==> src/rtl/lrs_pkg.sv <==
package lrs_pkg;
    typedef enum logic [2:0] {S_CLK, S_IDLE, S_SEND, S_RESP, S_DONE} state_e;
    typedef enum logic [2:0] {A_IDLE, A_SEND, A_DONE, A_LOW, A_ECHO, A_POST} after_e;
    typedef enum logic [1:0] {SEL_HOST = 2'd0, SEL_DPOLL = 2'd1, SEL_EPOLL = 2'd2, SEL_TERM = 2'd3} sel_e;
    typedef enum logic [1:0] {STS_OK = 2'd0, STS_REFUSED = 2'd1, STS_IOERR = 2'd2, STS_TIMEOUT = 2'd3} sts_e;
    typedef enum logic [2:0] {C_ACK, C_BUSY, C_ERRA, C_ERRC, C_CRC, C_TMO} cls_e;

    localparam logic [1:0] TAG_ACK  = 2'd0;
    localparam logic [1:0] TAG_BUSY = 2'd1;
    localparam logic [1:0] TAG_ERRA = 2'd2;
endpackage

==> src/rtl/lrs_resp_class.sv <==
module lrs_resp_class
    import lrs_pkg::*;
(
    input  logic [1:0] tag,
    input  logic       crc_ok,
    input  logic       timeout,
    output cls_e       cls
);
    // Timeout wins, then CRC, then the tag.
    always_comb begin
        if (timeout)              cls = C_TMO;
        else if (!crc_ok)         cls = C_CRC;
        else if (tag == TAG_ACK)  cls = C_ACK;
        else if (tag == TAG_BUSY) cls = C_BUSY;
        else if (tag == TAG_ERRA) cls = C_ERRA;
        else                      cls = C_ERRC;
    end
endmodule

==> src/rtl/lrs_byte_pick.sv <==
module lrs_byte_pick #(
    parameter int DATA_BYTES = 4,
    localparam int SZ_W    = $clog2(DATA_BYTES + 1),
    localparam int FRAME_W = DATA_BYTES * 8 + 4
) (
    input  logic [FRAME_W-1:0]      frame,
    input  logic [SZ_W-1:0]         nbytes,
    output logic [DATA_BYTES*8-1:0] data
);
    logic unused_crc_bits;
    assign unused_crc_bits = ^frame[3:0];

    for (genvar i = 0; i < DATA_BYTES; i++) begin : g_lane
        assign data[8*i +: 8] = (i < int'(nbytes)) ? frame[4 + 8*i +: 8] : 8'h00;
    end
endmodule

==> src/rtl/lrs_txn_seq.sv <==
module lrs_txn_seq
    import lrs_pkg::*;
#(
    parameter int DATA_BYTES    = 4,
    parameter int BUSY_LIM      = 100,
    parameter int CRC_LIM       = 3,
    parameter int CMD_LIM       = 3,
    parameter int INIT_CLKS     = 16,
    parameter int POLL_CLKS     = 21,
    parameter int PRE_BRK_CLKS  = 16,
    parameter int BRK_CLKS      = 256,
    parameter int POST_BRK_CLKS = 16,
    parameter int DLY_W         = 8,
    localparam int SZ_W    = $clog2(DATA_BYTES + 1),
    localparam int DATA_W  = DATA_BYTES * 8,
    localparam int FRAME_W = DATA_W + 4
) (
    input  logic               clk,
    input  logic               rst_n,
    input  logic               req,
    input  logic               req_break,
    input  logic [SZ_W-1:0]    req_bytes,
    output logic               ack,
    output logic [1:0]         status,
    output logic [DATA_W-1:0]  rd_data,
    input  logic               ext_mode,
    input  logic [DLY_W-1:0]   cfg_send_dly,
    input  logic [DLY_W-1:0]   cfg_echo_dly,
    output logic               fe_start,
    output logic [1:0]         fe_sel,
    input  logic               fe_done,
    output logic               rx_arm,
    input  logic               rx_valid,
    input  logic [1:0]         rx_tag,
    input  logic               rx_crc_ok,
    input  logic               rx_timeout,
    input  logic [FRAME_W-1:0] rx_frame,
    output logic               link_tick,
    output logic               link_data,
    output logic               link_oe
);
    localparam int M1     = (BRK_CLKS > PRE_BRK_CLKS) ? BRK_CLKS : PRE_BRK_CLKS;
    localparam int M2     = (M1 > POST_BRK_CLKS) ? M1 : POST_BRK_CLKS;
    localparam int M3     = (M2 > INIT_CLKS) ? M2 : INIT_CLKS;
    localparam int M4     = (M3 > POLL_CLKS) ? M3 : POLL_CLKS;
    localparam int MAXC   = (M4 > (2**DLY_W - 1)) ? M4 : (2**DLY_W - 1);
    localparam int CNT_W  = $clog2(MAXC + 1);
    localparam int BUSY_W = $clog2(BUSY_LIM + 1);
    localparam int CRC_W  = $clog2(CRC_LIM + 1);
    localparam int CMD_W  = $clog2(CMD_LIM + 1);

    typedef struct packed {
        state_e             st;
        after_e             aft;
        logic [CNT_W-1:0]   cnt;
        logic               dat;
        sel_e               sel;
        logic               abort;
        logic [BUSY_W-1:0]  nbusy;
        logic [CRC_W-1:0]   ncrc;
        logic [CMD_W-1:0]   ncmd;
        sts_e               sts;
        logic [SZ_W-1:0]    nby;
        logic [DATA_W-1:0]  rdat;
        logic               ext_prev;
    } seq_t;

    seq_t q, d;
    cls_e cls;
    logic [DATA_W-1:0] picked;

    lrs_resp_class u_class (
        .tag     (rx_tag),
        .crc_ok  (rx_crc_ok),
        .timeout (rx_timeout),
        .cls     (cls)
    );

    lrs_byte_pick #(.DATA_BYTES(DATA_BYTES)) u_pick (
        .frame  (rx_frame),
        .nbytes (q.nby),
        .data   (picked)
    );

    always_comb begin
        d = q;
        d.ext_prev = ext_mode;
        case (q.st)
            S_CLK: begin
                if (q.cnt != '0) begin
                    d.cnt = q.cnt - 1'b1;
                end else begin
                    case (q.aft)
                        A_IDLE: d.st = S_IDLE;
                        A_SEND: d.st = S_SEND;
                        A_DONE: d.st = S_DONE;
                        A_LOW: begin
                            d.cnt = CNT_W'(BRK_CLKS);
                            d.dat = 1'b0;
                            d.aft = A_ECHO;
                        end
                        A_ECHO: begin
                            d.cnt = CNT_W'(cfg_echo_dly);
                            d.dat = 1'b1;
                            d.aft = A_POST;
                        end
                        A_POST: begin
                            d.cnt = CNT_W'(POST_BRK_CLKS);
                            d.aft = A_DONE;
                        end
                        default: d.st = S_IDLE;
                    endcase
                end
            end
            S_IDLE: begin
                if (q.ext_prev && !ext_mode) begin
                    d.st  = S_CLK;
                    d.cnt = CNT_W'(INIT_CLKS);
                    d.dat = 1'b1;
                    d.aft = A_IDLE;
                end else if (req) begin
                    if (ext_mode) begin
                        d.sts = STS_REFUSED;
                        d.st  = S_DONE;
                    end else if (req_break) begin
                        d.sts = STS_OK;
                        d.st  = S_CLK;
                        d.cnt = CNT_W'(PRE_BRK_CLKS);
                        d.dat = 1'b1;
                        d.aft = A_LOW;
                    end else begin
                        d.nby   = req_bytes;
                        d.sel   = SEL_HOST;
                        d.abort = 1'b0;
                        d.nbusy = '0;
                        d.ncrc  = '0;
                        d.ncmd  = '0;
                        d.st    = S_SEND;
                    end
                end
            end
            S_SEND: begin
                if (fe_done) d.st = S_RESP;
            end
            S_RESP: begin
                if (rx_valid) begin
                    // Common defaults: a turnaround run, then completion.
                    d.st  = S_CLK;
                    d.dat = 1'b1;
                    d.cnt = CNT_W'(cfg_send_dly);
                    d.aft = A_DONE;
                    if (q.abort) begin
                        d.sts = STS_IOERR;
                    end else begin
                        case (cls)
                            C_TMO: d.sts = STS_TIMEOUT;
                            C_ACK: begin
                                d.sts  = STS_OK;
                                d.rdat = picked;
                            end
                            C_ERRA: d.sts = STS_IOERR;
                            C_CRC: begin
                                if (int'(q.ncrc) < CRC_LIM) begin
                                    d.ncrc = q.ncrc + 1'b1;
                                    d.cnt  = CNT_W'(POLL_CLKS);
                                    d.aft  = A_SEND;
                                    d.sel  = SEL_EPOLL;
                                end else begin
                                    d.sts = STS_IOERR;
                                end
                            end
                            C_BUSY: begin
                                d.cnt = CNT_W'(POLL_CLKS);
                                d.aft = A_SEND;
                                if (int'(q.nbusy) < BUSY_LIM) begin
                                    d.nbusy = q.nbusy + 1'b1;
                                    d.sel   = SEL_DPOLL;
                                end else begin
                                    d.sel   = SEL_TERM;
                                    d.abort = 1'b1;
                                end
                            end
                            default: begin // command CRC error at the slave
                                if (int'(q.ncmd) + 1 < CMD_LIM) begin
                                    d.ncmd  = q.ncmd + 1'b1;
                                    d.nbusy = '0;
                                    d.ncrc  = '0;
                                    d.sel   = SEL_HOST;
                                    d.aft   = A_SEND;
                                end else begin
                                    d.sts = STS_IOERR;
                                end
                            end
                        endcase
                    end
                end
            end
            S_DONE: d.st = S_IDLE;
            default: d.st = S_IDLE;
        endcase
    end

    always_ff @(posedge clk or negedge rst_n) begin
        if (!rst_n) begin
            q          <= '0;
            q.st       <= S_CLK;
            q.aft      <= A_IDLE;
            q.cnt      <= CNT_W'(INIT_CLKS);
            q.dat      <= 1'b1;
            q.sel      <= SEL_HOST;
            q.sts      <= STS_OK;
        end else begin
            q <= d;
        end
    end

    assign ack       = (q.st == S_DONE);
    assign status    = q.sts;
    assign rd_data   = q.rdat;
    assign fe_start  = (q.st == S_SEND);
    assign fe_sel    = q.sel;
    assign rx_arm    = (q.st == S_RESP);
    assign link_tick = (q.st == S_CLK) && (q.cnt != '0) && !ext_mode;
    assign link_data = (q.st == S_CLK) ? q.dat : 1'b1;
    assign link_oe   = !ext_mode;
endmodule

==> config.mk <==
export PLATFORM = sky130hd
export DESIGN_NAME = lrs_txn_seq
export DESIGN_NICKNAME = d
export VERILOG_FILES = /design/src/rtl/lrs_pkg.sv /design/src/rtl/lrs_resp_class.sv /design/src/rtl/lrs_byte_pick.sv /design/src/rtl/lrs_txn_seq.sv
export SDC_FILE = /design/constraint.sdc
export NUM_CORES = 1
export LEC_CHECK = 0
export ABC_AREA = 1
export BUFFER_PORTS_ARGS = -buffer_cell sky130_fd_sc_hd__buf_2
export CAP_MARGIN = 10
export CORE_MARGIN = 2
export CORE_UTILIZATION = 55
export CTS_BUF_LIST = sky130_fd_sc_hd__clkbuf_4 sky130_fd_sc_hd__clkbuf_8
export DETAILED_ROUTE_END_ITERATION = 8
export MAX_ROUTING_LAYER = met4
export PLACE_DENSITY = 0.82
export REMOVE_ABC_BUFFERS = 1
export SLEW_MARGIN = 10
export SYNTH_ARGS = -nofsm -noshare
export SYNTH_HDL_FRONTEND = slang
export SYNTH_SLANG_ARGS = --single-unit
==> constraint.sdc <==
create_clock -name clk -period 1.83 [get_ports clk]
set_input_delay 0 -clock clk [delete_from_list [all_inputs] [get_ports clk]]
set_output_delay 0 -clock clk [all_outputs]
set_load 0.05 [all_outputs]
==> results summary <==
The overall die area came out at 8360 um2. The slowest stage of the critical path belongs to the cell dfrtp_1. The initial utilization of the core area, before any placement, comes to 0.573. The timing-limited maximum frequency is 548 MHz. The met2 wirelength from detailed routing came out at 5970 um. The overall power after layout came out at 6940 uW.

In the layout the commonest cells are 139 x nand2_1, 102 x buf_2, 80 x inv_1, 79 x nand3_1, 65 x dfrtp_1. The fraction of registers with async set/reset is 1.00. The final-report max-slew violation count came to 0.

The cell count after synthesis came out at 585. The signal on the critical path passes through inv_2, nand2_2, nor2_4, nand2_4, nor3_4, buf_4, clkbuf_16, nand3_1, o21ai_0. The worst setup path is launched from a register. The initial antenna violation count came to 0. The power density relative to cell area came out at 1280 nW/um2. Dividing the detail-routed via count by the number of cells gives 5.45.

The setup TNS is 0 ns. The total routed wire length on the met1 layer came out at 4980 um. The number of synthesized flops with an enable pin came out at 0. The count of endpoints failing hold in the final timing report came out at 0. Headroom to the max-slew limit came out at 0.590. The routed wire length per instance came out at 15.0 um. The count of nets after finishing is 787. The largest single stage delay on the critical path is 0.40 ns. The placeable core region is 7330 um2. The repair_antennas step left the layout with diodes totalling 0.

After synthesis the cells add up to 4200 um2. The run finished with clean final reports. The clock-pin slew on the worst setup and hold paths is 0.08 ns. In this run the mean area of a mapped cell was 7.18 um2. The routed wire length is 12300 um.

The transition time at the pin with the least slew margin is 0.611 ns. Of the synthesized area, sequential elements account for 0.405. The clock sink count is 68. The number of global-route vias before repair is 4113.

The most used flip-flop cell after synthesis is dfrtp_1. The met3 wire length came out at 1020 um. TritonCTS built the clock tree. The final weighted congestion in routability-driven placement is 0.937. The total of warnings raised by yosys came out at 0. The ratio of final minimum period to clock period came out at 0.998.

The sum of overflow across all layers after global routing came out at 0. After the first detailed-routing iteration, the DRC count stood at 376. The total number of vias came out at 4462.

The required time of the worst setup path came out at 2.06 ns. After detailed routing, the number of remaining DRC violations is 0. The tool flagged a number of max-cap violations equal to 0. Counting distinct cell types in the post-synthesis netlist gives 32. The latest clock arrival within the worst-skew pair is 0.35 ns. The number of core rows came out at 31. The library cell used most frequently in the layout, excluding fill and tap cells, is nand2_1. The overall die width came out at 91.4 um. The clock arrives with 0.00726 ns of skew. The detailed-router iteration count before antenna repair is 5. Once detail routing completed, the nets flagged for antenna violations numbered 0. The worst path needs 1.83 ns of the cycle, external delays included. The top routing layer in use is met4. The number of clock buffers inserted by TritonCTS came out at 9. The area growth from synthesis to layout came out at 29.3%.

The leakage power summed over all cells is 0.00281 uW. The path class of the lowest-slack min-delay path is in -> reg. The clock passes through at most 2 buffers. The H-tree depth reported by CTS came out at 3. The ratio of cells with drive above 1 in the final layout is 0.239.

STA classifies the critical path endpoint as a register. The post-DP HPWL came out at 7500 um. The pin count of the biggest net entering global routing came out at 69. The die is 91.4 um tall. The number of placed I/O pins came out at 108.

The tree is rooted in a clkbuf_8. The worst path arrival time came out at 2.06 ns. For this run, the share of the core covered by cells in the final layout is 0.741. The number of buffers inserted by port buffering came out at 103. Counting both buffers and inverters, the worst setup path holds a total of 3. The worst setup path is of the reg -> reg kind.

The number of register bits inferred by synthesis is 68. The all-layer global routing usage came out at 0.291. The first-pass GRT wire length came out at 19000 um. In this design, the largest share of critical-path delay is due to simple AND/OR/NAND/NOR gates. The worst supply voltage drop on vdd came out at 1050 uV. Setup violations remaining at the end of the flow were counted as 0. The maximum net fanout on the critical path is 16.
-- what timing repair did --
action                     CTS  global route
gates cloned                 0             3
setup buffers                0             5
hold endpoints to repair   108             0
resized for setup            1            18
setup endpoints to repair    7            46
hold buffers                41             0
pin swaps                    0             6
-- cells by family after synthesis --
group	share of synthesized area
buffers and inverters	0.155
adder cells (fa/ha/maj)	0.0179
flip-flops	0.405
XOR/XNOR	0.00625
AND/OR/NAND/NOR	0.311
AO/OA/AOI/OAI	0.104
-- worst reg2reg max path, stage by stage (launching register included) --
cell and delay (ns):
dfrtp_1 0.40, inv_2 0.10, nand2_2 0.10, nor2_4 0.23, nand2_4 0.11, nor3_4 0.21, buf_4 0.17, clkbuf_16 0.18
nand3_1 0.08, o21ai_0 0.14
-- power breakdown --
group / switching [uW] / internal, uW / total [uW] / leakage [uW]
clock network: 617 / 782 / 1400 / 0.000106
registers: 348 / 1870 / 2210 / 0.000753
logic: 2280 / 1050 / 3320 / 0.00195
-- cells in the mapped netlist (2+ instances only) --
master    number  area share
a21oi_1       12       0.014
buf_2          3      0.0036
buf_4         39       0.070
clkbuf_1       2      0.0018
clkbuf_2       3      0.0036
dfrtp_1       66        0.39
dfstp_2        2       0.013
ha_1           6       0.018
inv_1         81       0.072
inv_2          2      0.0018
nand2_1      139        0.12
nand2_2        2      0.0030
nand3_1       81       0.096
nand3_2        2      0.0048
nand3b_1       2      0.0036
nand4_1        8       0.012
nor2_1        50       0.045
nor2_2         3      0.0045
nor2_4         2      0.0054
nor3_1         5      0.0060
o21ai_0       53       0.063
o21ai_1        5      0.0060
o21ai_2        5       0.010
o22ai_1        2      0.0030
or2_2          2      0.0030
xor2_1         2      0.0042
-- routing by layer --
| layer | up-vias | GRT usage |
|---|---|---|
| met5 | - | - |
| met3 | 39 | 0.0564 |
| met1 | 2056 | 0.357 |
| met2 | 269 | 0.475 |
| li1 | 2098 | - |
| met4 | 0 | 0.112 |
-- registers in the layout, summed over array words and instances (netlist names) --
name     flops
q           32
rd_data     32
fe_sel       2
status       2
-- metrics by stage --
step	std cells	hold slack (ns)	setup slack (ns)	instance area [um2]
final	819	0.000332	0.00391	5440
after global routing	819	0.0365	-0.109	5440
after CTS	811	0.00128	0.0372	5280
after detailed placement	754	0.0548	-0.0370	4640
after floorplan	537	-0.296	-0.862	3860
after global placement	754	0.0472	0.0613	4640
-- cell type report --
cell class | count | area (um2)
Clock buffer | 10 | 131
Clock inverter | 6 | 88.8
Fill cell | 517 | 1900
Inverter | 83 | 312
Multi-Input combinational cell | 387 | 1920
Sequential cell | 68 | 1710
Tap cell | 99 | 124
Timing Repair Buffer | 166 | 1150
-- worst paths after layout --
check / slack, ns / cells after the start / endpoint / from
hold reg to reg: 0.46 / 2 / q[52]$_DFFE_PN1P_ / q[52]$_DFFE_PN1P_
hold / removal: 0.0003 / 5 / q[58]$_DFFE_PN0P_ / cfg_echo_dly[5]
min in group asynchronous: 0.21 / 3 / rd_data[20]$_DFFE_PN0P_ / rst_n
setup / recovery: 0.004 / 9 / rd_data[10]$_DFFE_PN0P_ / q[67]$_DFFE_PN0P_
max in group asynchronous: 1.30 / 3 / q[57]$_DFFE_PN1P_ / rst_n
setup reg to reg: 0.004 / 9 / rd_data[10]$_DFFE_PN0P_ / q[67]$_DFFE_PN0P_
Note: power is estimated with default switching activity, not from simulation.
